$ cat config.mk
export PLATFORM = sky130hd
export DESIGN_NAME = flash_poll_resp
export DESIGN_NICKNAME = d
export VERILOG_FILES = /design/src/rtl/flash_poll_pkg.sv /design/src/rtl/flash_poll_ctrl.sv /design/src/rtl/flash_poll_dp.sv /design/src/rtl/flash_poll_resp.sv
export SDC_FILE = /design/constraint.sdc
export NUM_CORES = 1
export LEC_CHECK = 0
export ABC_AREA = 1
export BUFFER_PORTS_ARGS = -buffer_cell sky130_fd_sc_hd__buf_2
export CORE_MARGIN = 4
export CORE_UTILIZATION = 40
export CTS_BUF_LIST = sky130_fd_sc_hd__clkbuf_16
export DETAILED_ROUTE_END_ITERATION = 16
export PLACE_DENSITY_LB_ADDON = 0.05
export SKIP_CTS_REPAIR_TIMING = 1
export SLEW_MARGIN = 20
export SYNTH_ARGS = -nofsm -noshare
export SYNTH_HDL_FRONTEND = slang
export SYNTH_SLANG_ARGS = --single-unit
$ cat constraint.sdc
create_clock -name clk -period 1.2 [get_ports clk]
set_input_delay 0.06 -clock clk [delete_from_list [all_inputs] [get_ports clk]]
set_output_delay 0.06 -clock clk [all_outputs]
set_load 0.01 [all_outputs]
$ cat src/rtl/flash_poll_pkg.sv
package flash_poll_pkg;

  typedef enum logic [1:0] {
    MUX_PASS   = 2'd0,
    MUX_STATUS = 2'd1,
    MUX_SETTLE = 2'd2
  } muxSelE;

  // strobes from control to datapath
  typedef struct packed {
    logic   load;
    muxSelE sel;
    logic   togBit;
    logic   eraseOp;
  } ctrlStrobeT;

endpackage

$ cat src/rtl/flash_poll_ctrl.sv
module flash_poll_ctrl
  import flash_poll_pkg::*;
#(
  parameter int SETTLE_CLKS = 4
) (
  input  logic       clk,
  input  logic       rstN,
  input  logic       rdStrobe,
  input  logic       addrInRange,
  input  logic       busy,
  input  logic       opErase,
  output ctrlStrobeT strobe
);

  localparam int CW = (SETTLE_CLKS > 0) ? $clog2(SETTLE_CLKS + 1) : 1;
  localparam logic [CW-1:0] LOAD_VAL = CW'((SETTLE_CLKS > 0) ? SETTLE_CLKS - 1 : 0);
  localparam bit HAS_SETTLE = (SETTLE_CLKS > 0);

  logic          busyQ;
  logic          togQ;
  logic [CW-1:0] settleCnt;

  logic startOp, endOp, statusRead, togNow, settleAct;

  assign startOp    = busy & ~busyQ;
  assign endOp      = ~busy & busyQ;
  assign statusRead = rdStrobe & busy & addrInRange;
  assign togNow     = startOp ? 1'b0 : togQ;
  assign settleAct  = ~busy & (endOp ? HAS_SETTLE : (settleCnt != '0));

  always_ff @(posedge clk) begin
    if (!rstN) begin
      busyQ     <= 1'b0;
      togQ      <= 1'b0;
      settleCnt <= '0;
    end else begin
      busyQ <= busy;
      togQ  <= statusRead ? ~togNow : togNow;
      if (busy)
        settleCnt <= '0;
      else if (endOp)
        settleCnt <= LOAD_VAL;
      else if (settleCnt != '0)
        settleCnt <= settleCnt - 1'b1;
    end
  end

  always_comb begin
    strobe.load    = rdStrobe;
    strobe.togBit  = togNow;
    strobe.eraseOp = opErase;
    if (settleAct)
      strobe.sel = MUX_SETTLE;
    else if (statusRead)
      strobe.sel = MUX_STATUS;
    else
      strobe.sel = MUX_PASS;
  end

  // each status read outside an operation start flips the toggle state
  assert_tog_flip_R5: assert property (@(posedge clk) disable iff (!rstN)
    (statusRead && !startOp) |=> (togQ != $past(togQ)));

  // out-of-range busy read leaves the toggle state untouched
  assert_oor_hold_R8: assert property (@(posedge clk) disable iff (!rstN)
    (busy && busyQ && rdStrobe && !addrInRange) |=> $stable(togQ));

  // no settle count survives a busy cycle
  assert_settle_clear_R9: assert property (@(posedge clk) disable iff (!rstN)
    busy |=> (settleCnt == '0));

endmodule

$ cat src/rtl/flash_poll_dp.sv
module flash_poll_dp
  import flash_poll_pkg::*;
#(
  parameter int DW = 8
) (
  input  logic          clk,
  input  logic          rstN,
  input  ctrlStrobeT    strobe,
  input  logic [DW-1:0] progByte,
  input  logic [DW-1:0] arrData,
  output logic [DW-1:0] rdData
);

  localparam int FLAG_BIT = DW - 1;
  localparam int TOG_BIT  = DW - 2;

  logic [DW-1:0] nextData;

  always_comb begin
    nextData = arrData;
    unique case (strobe.sel)
      MUX_STATUS: begin
        nextData[FLAG_BIT] = strobe.eraseOp ? 1'b0 : ~progByte[FLAG_BIT];
        nextData[TOG_BIT]  = strobe.togBit;
      end
      MUX_SETTLE: begin
        nextData           = '0;
        nextData[FLAG_BIT] = arrData[FLAG_BIT];
      end
      default: nextData = arrData;
    endcase
  end

  always_ff @(posedge clk) begin
    if (!rstN)
      rdData <= '0;
    else if (strobe.load)
      rdData <= nextData;
  end

  // output holds without a read
  assert_hold_R2: assert property (@(posedge clk) disable iff (!rstN)
    !strobe.load |=> $stable(rdData));

  // program polling inverts the top bit of the written byte
  assert_prog_flag_R3: assert property (@(posedge clk) disable iff (!rstN)
    (strobe.load && strobe.sel == MUX_STATUS && !strobe.eraseOp)
      |=> (rdData[FLAG_BIT] != $past(progByte[FLAG_BIT])));

  // erase polling reads the top bit low
  assert_erase_flag_R4: assert property (@(posedge clk) disable iff (!rstN)
    (strobe.load && strobe.sel == MUX_STATUS && strobe.eraseOp)
      |=> (rdData[FLAG_BIT] == 1'b0));

  // plain reads return the array byte
  assert_pass_R7: assert property (@(posedge clk) disable iff (!rstN)
    (strobe.load && strobe.sel == MUX_PASS) |=> (rdData == $past(arrData)));

endmodule

$ cat src/rtl/flash_poll_resp.sv
module flash_poll_resp
  import flash_poll_pkg::*;
#(
  parameter int DW          = 8,
  parameter int SETTLE_CLKS = 4
) (
  input  logic          clk,
  input  logic          rstN,
  input  logic          rdStrobe,
  input  logic          addrInRange,
  input  logic          busy,
  input  logic          opErase,
  input  logic [DW-1:0] progByte,
  input  logic [DW-1:0] arrData,
  output logic [DW-1:0] rdData
);

  ctrlStrobeT strobe;

  flash_poll_ctrl #(.SETTLE_CLKS(SETTLE_CLKS)) u_ctrl (
    .clk(clk), .rstN(rstN), .rdStrobe(rdStrobe), .addrInRange(addrInRange),
    .busy(busy), .opErase(opErase), .strobe(strobe)
  );

  flash_poll_dp #(.DW(DW)) u_dp (
    .clk(clk), .rstN(rstN), .strobe(strobe), .progByte(progByte),
    .arrData(arrData), .rdData(rdData)
  );

  // output is zero right after reset
  assert_reset_R1: assert property (@(posedge clk)
    !rstN |=> (rdData == '0));

endmodule

==> reports/qor.yml <==
synth:
  synth_area_um2: 587
  yosys_warnings: 0
  synth-seq-cells: 13
  yosysTopAreaCell: "dfxtp_1"
  synthTopCellsByArea: "dfxtp_1 (44%), nand2_1 (8.3%), a21oi_1 (6.0%)"
  synthesis.area_per_instance_um2: 7.72
  ys_seq_area_frac: 0.443
  synthCells: 76
  synth_nets: 100
  synth_cell_types: 17
  synth.top_cell.area_share: 0.443
worst_setup_path:
  worstPathMaxFanout: 7
  startpoint_type: "register"
  cp.arrival_ns: 1.29
  crit_path_end_kind: "register"
  required_ns: 1.37
  crit_type: "reg -> reg"
  critical_path_buf_inv_count: 2
  critPathMaxStageDelay_ns: 0.32
  crit_path_top_delay_cell: "dfxtp_2"
  crit_chain: "inv_2 > ha_4 > inv_2 > nor2_4 > nand2_4 > nand2_4 > nand2_1 > a21oi_1"
  path_delay_family: "simple AND/OR/NAND/NOR gates"
timing:
  clock.fmax_mhz: 891
  drv_slew: 0
  setup-tns-final_ns: 0
  hold_slack_ns: 0.0625
  tightestPinTransition_ns: 0.203
  rsz0062_at_grt: "no"
  min_period_ns: 1.12
  hold_viol: 0
  setup_viol: 0
  fin_crit_sh: 0.936
  skew_ns: 0.00184
  relSlewSlack: 0.863
  fin_ws_ns: 0.0771
clock_tree:
  cts_tree: "done"
  clock-root-buffer: "clkbuf_16"
  cts_buffers: 3
  htree_levels: 1
  clock_latency_ns: 0.24
  clockBufferDepth: 2
  clock-sinks: 13
  clk_pin_slew_ns: 0.05
die:
  die-area_um2: 2140
  die_y_um: 46.3
  die_w_um: 46.3
  start_util: 0.440
  io_pins: 30
  placementRows: 13
  core_area_um2: 1330
place:
  detailedPlace.worstSlack_ns: 0.0674
  dp_hpwl_um: 916
  port_buffers: 22
  dp.cells: 112
  gp_congestion: 0.749
routing:
  wire_per_inst_um: 12.2
  drtIter0Drc: 9
  wl_met2_um: 734
  vias_per_cell: 4.79
  top_layer: "met4"
  dr.pass1.iters: 3
  wl_met3_um: 42
  vias: 556
  wl_met1_um: 623
  routed_wl_mm: 1.41
  ant_nets: 0
  drc: 0
global_route:
  antenna_found_initial: 0
  grt_overflow: 0
  grt_pass1_vias: 483
  track_usage: 0.142
  grt_pass1_wl_mm: 2.08
  grt_max_degree: 12
power_and_ir_drop:
  peakVddDrop_v: 0.000897
  p_leak_nw: 0.413
  p_sw_uw: 318
  swShare: 0.242
  power_frac_seq: 0.365
  p_clk_frac: 0.467
  pwr-share-comb: 0.168
  intPower_uw: 996
  powerDensity_nw_per_um2: 1580
cells_and_area:
  num-fill-cells: 120
  final_layout_size_suffix_gt1_frac: 0.436
  utilization: 0.624
  register_area_um2: 262
  fin_nets: 126
  finalNonFillerCells: 116
  area_growth_pct: 41.8
  multiInputGateArea_um2: 322
  n_antenna_cell: 0
run_status:
  status: "completed"
flow_run:
  cap_violations: 0
worst_hold_path:
  hold_path_class: "in -> reg"
## cells in the mapped netlist
| library cell | number |
|---|---|
| nor3_1 | 4 |
| a21oi_1 | 7 |
| xnor2_1 | 1 |
| o21ai_1 | 3 |
| nor2_1 | 8 |
| inv_1 | 8 |
| nand3_2 | 1 |
| nand2_2 | 1 |
| buf_2 | 2 |
| nand2_1 | 13 |
| dfxtp_1 | 13 |
| inv_2 | 1 |
| nor2_2 | 1 |
| nand2_4 | 3 |
| o21ai_0 | 7 |
| a21oi_2 | 1 |
| ha_1 | 2 |
## cell families after synthesis
kind of cell             after synthesis  synth area share
AO/OA/AOI/OAI                         18             0.160
XOR/XNOR                               1            0.0149
adder cells (fa/ha/maj)                2            0.0426
buffers and inverters                 11            0.0746
flip-flops                            13             0.443
AND/OR/NAND/NOR                       31             0.264
## power groups by stage
stage                     registers (mW)  logic, mW  clock network [mW]
after floorplan                    0.494      0.113                   0
after global placement             0.484      0.185                   0
after detailed placement           0.485      0.189                   0
after CTS                          0.477      0.194               0.627
after global routing               0.483      0.245               0.651
final                              0.479      0.220               0.614
## worst min-delay path, delay by kind of cell
kind / cells / cell delay, ns
AO/OA/AOI/OAI: 1 / 0.05
buffers and inverters: 1 / 0.09
AND/OR/NAND/NOR: 1 / 0.05
## state kept, by name (all words and copies together) (netlist names)
name	cells
u_ctrl.togQ	1
u_ctrl.settleCnt	3
u_ctrl.busyQ	1
u_dp.rdData	8
## worst paths after layout
| check | startpoint | end | slack (ns) | cells after the start |
|---|---|---|---|---|
| max | u_ctrl.settleCnt[0] | u_dp.rdData[1] | 0.08 | 8 |
| min | arrData[0] | u_dp.rdData[0] | 0.06 | 3 |
| max reg2reg | u_ctrl.settleCnt[0] | u_dp.rdData[1] | 0.08 | 8 |
| min reg2reg | u_dp.rdData[7] | u_dp.rdData[7] | 0.50 | 2 |
## stage by stage
step / instance area [um2] / power, mW
CTS: 792 / 1.30
global route: 832 / 1.38
floorplan: 587 / 0.607
detailed placement: 713 / 0.673
finish: 832 / 1.31
global placement: 713 / 0.669
## placed cells by master (no fill, tap or decap), types with 2 or more instances in the layout
master | netlist | final
nand2_4 | 3 | 3
nand2_1 | 13 | 13
clkbuf_16 | 0 | 3
inv_2 | 1 | 4
nor2_1 | 8 | 8
a21oi_1 | 7 | 5
o21ai_0 | 7 | 7
dfxtp_1 | 13 | 12
buf_2 | 2 | 22
a21oi_2 | 1 | 3
nor3_1 | 4 | 2
o21ai_1 | 3 | 2
nor3_2 | 0 | 2
inv_1 | 8 | 6
## cell type report
type | instances | share of cell area
Clock buffer | 3 | 0.0902
Clock inverter | 1 | 0.00451
Inverter | 9 | 0.0406
Multi-Input combinational cell | 52 | 0.386
Sequential cell | 13 | 0.314
Tap cell | 15 | 0.0226
Timing Repair Buffer | 23 | 0.141
## layer usage
layer | GRT usage | vias up
li1 | - | 291
met1 | 0.168 | 254
met2 | 0.228 | 9
met4 | 0.0852 | 0
met3 | 0.0352 | 2
met5 | 0 | -
No activity file was read; power rests on OpenSTA's default activity.
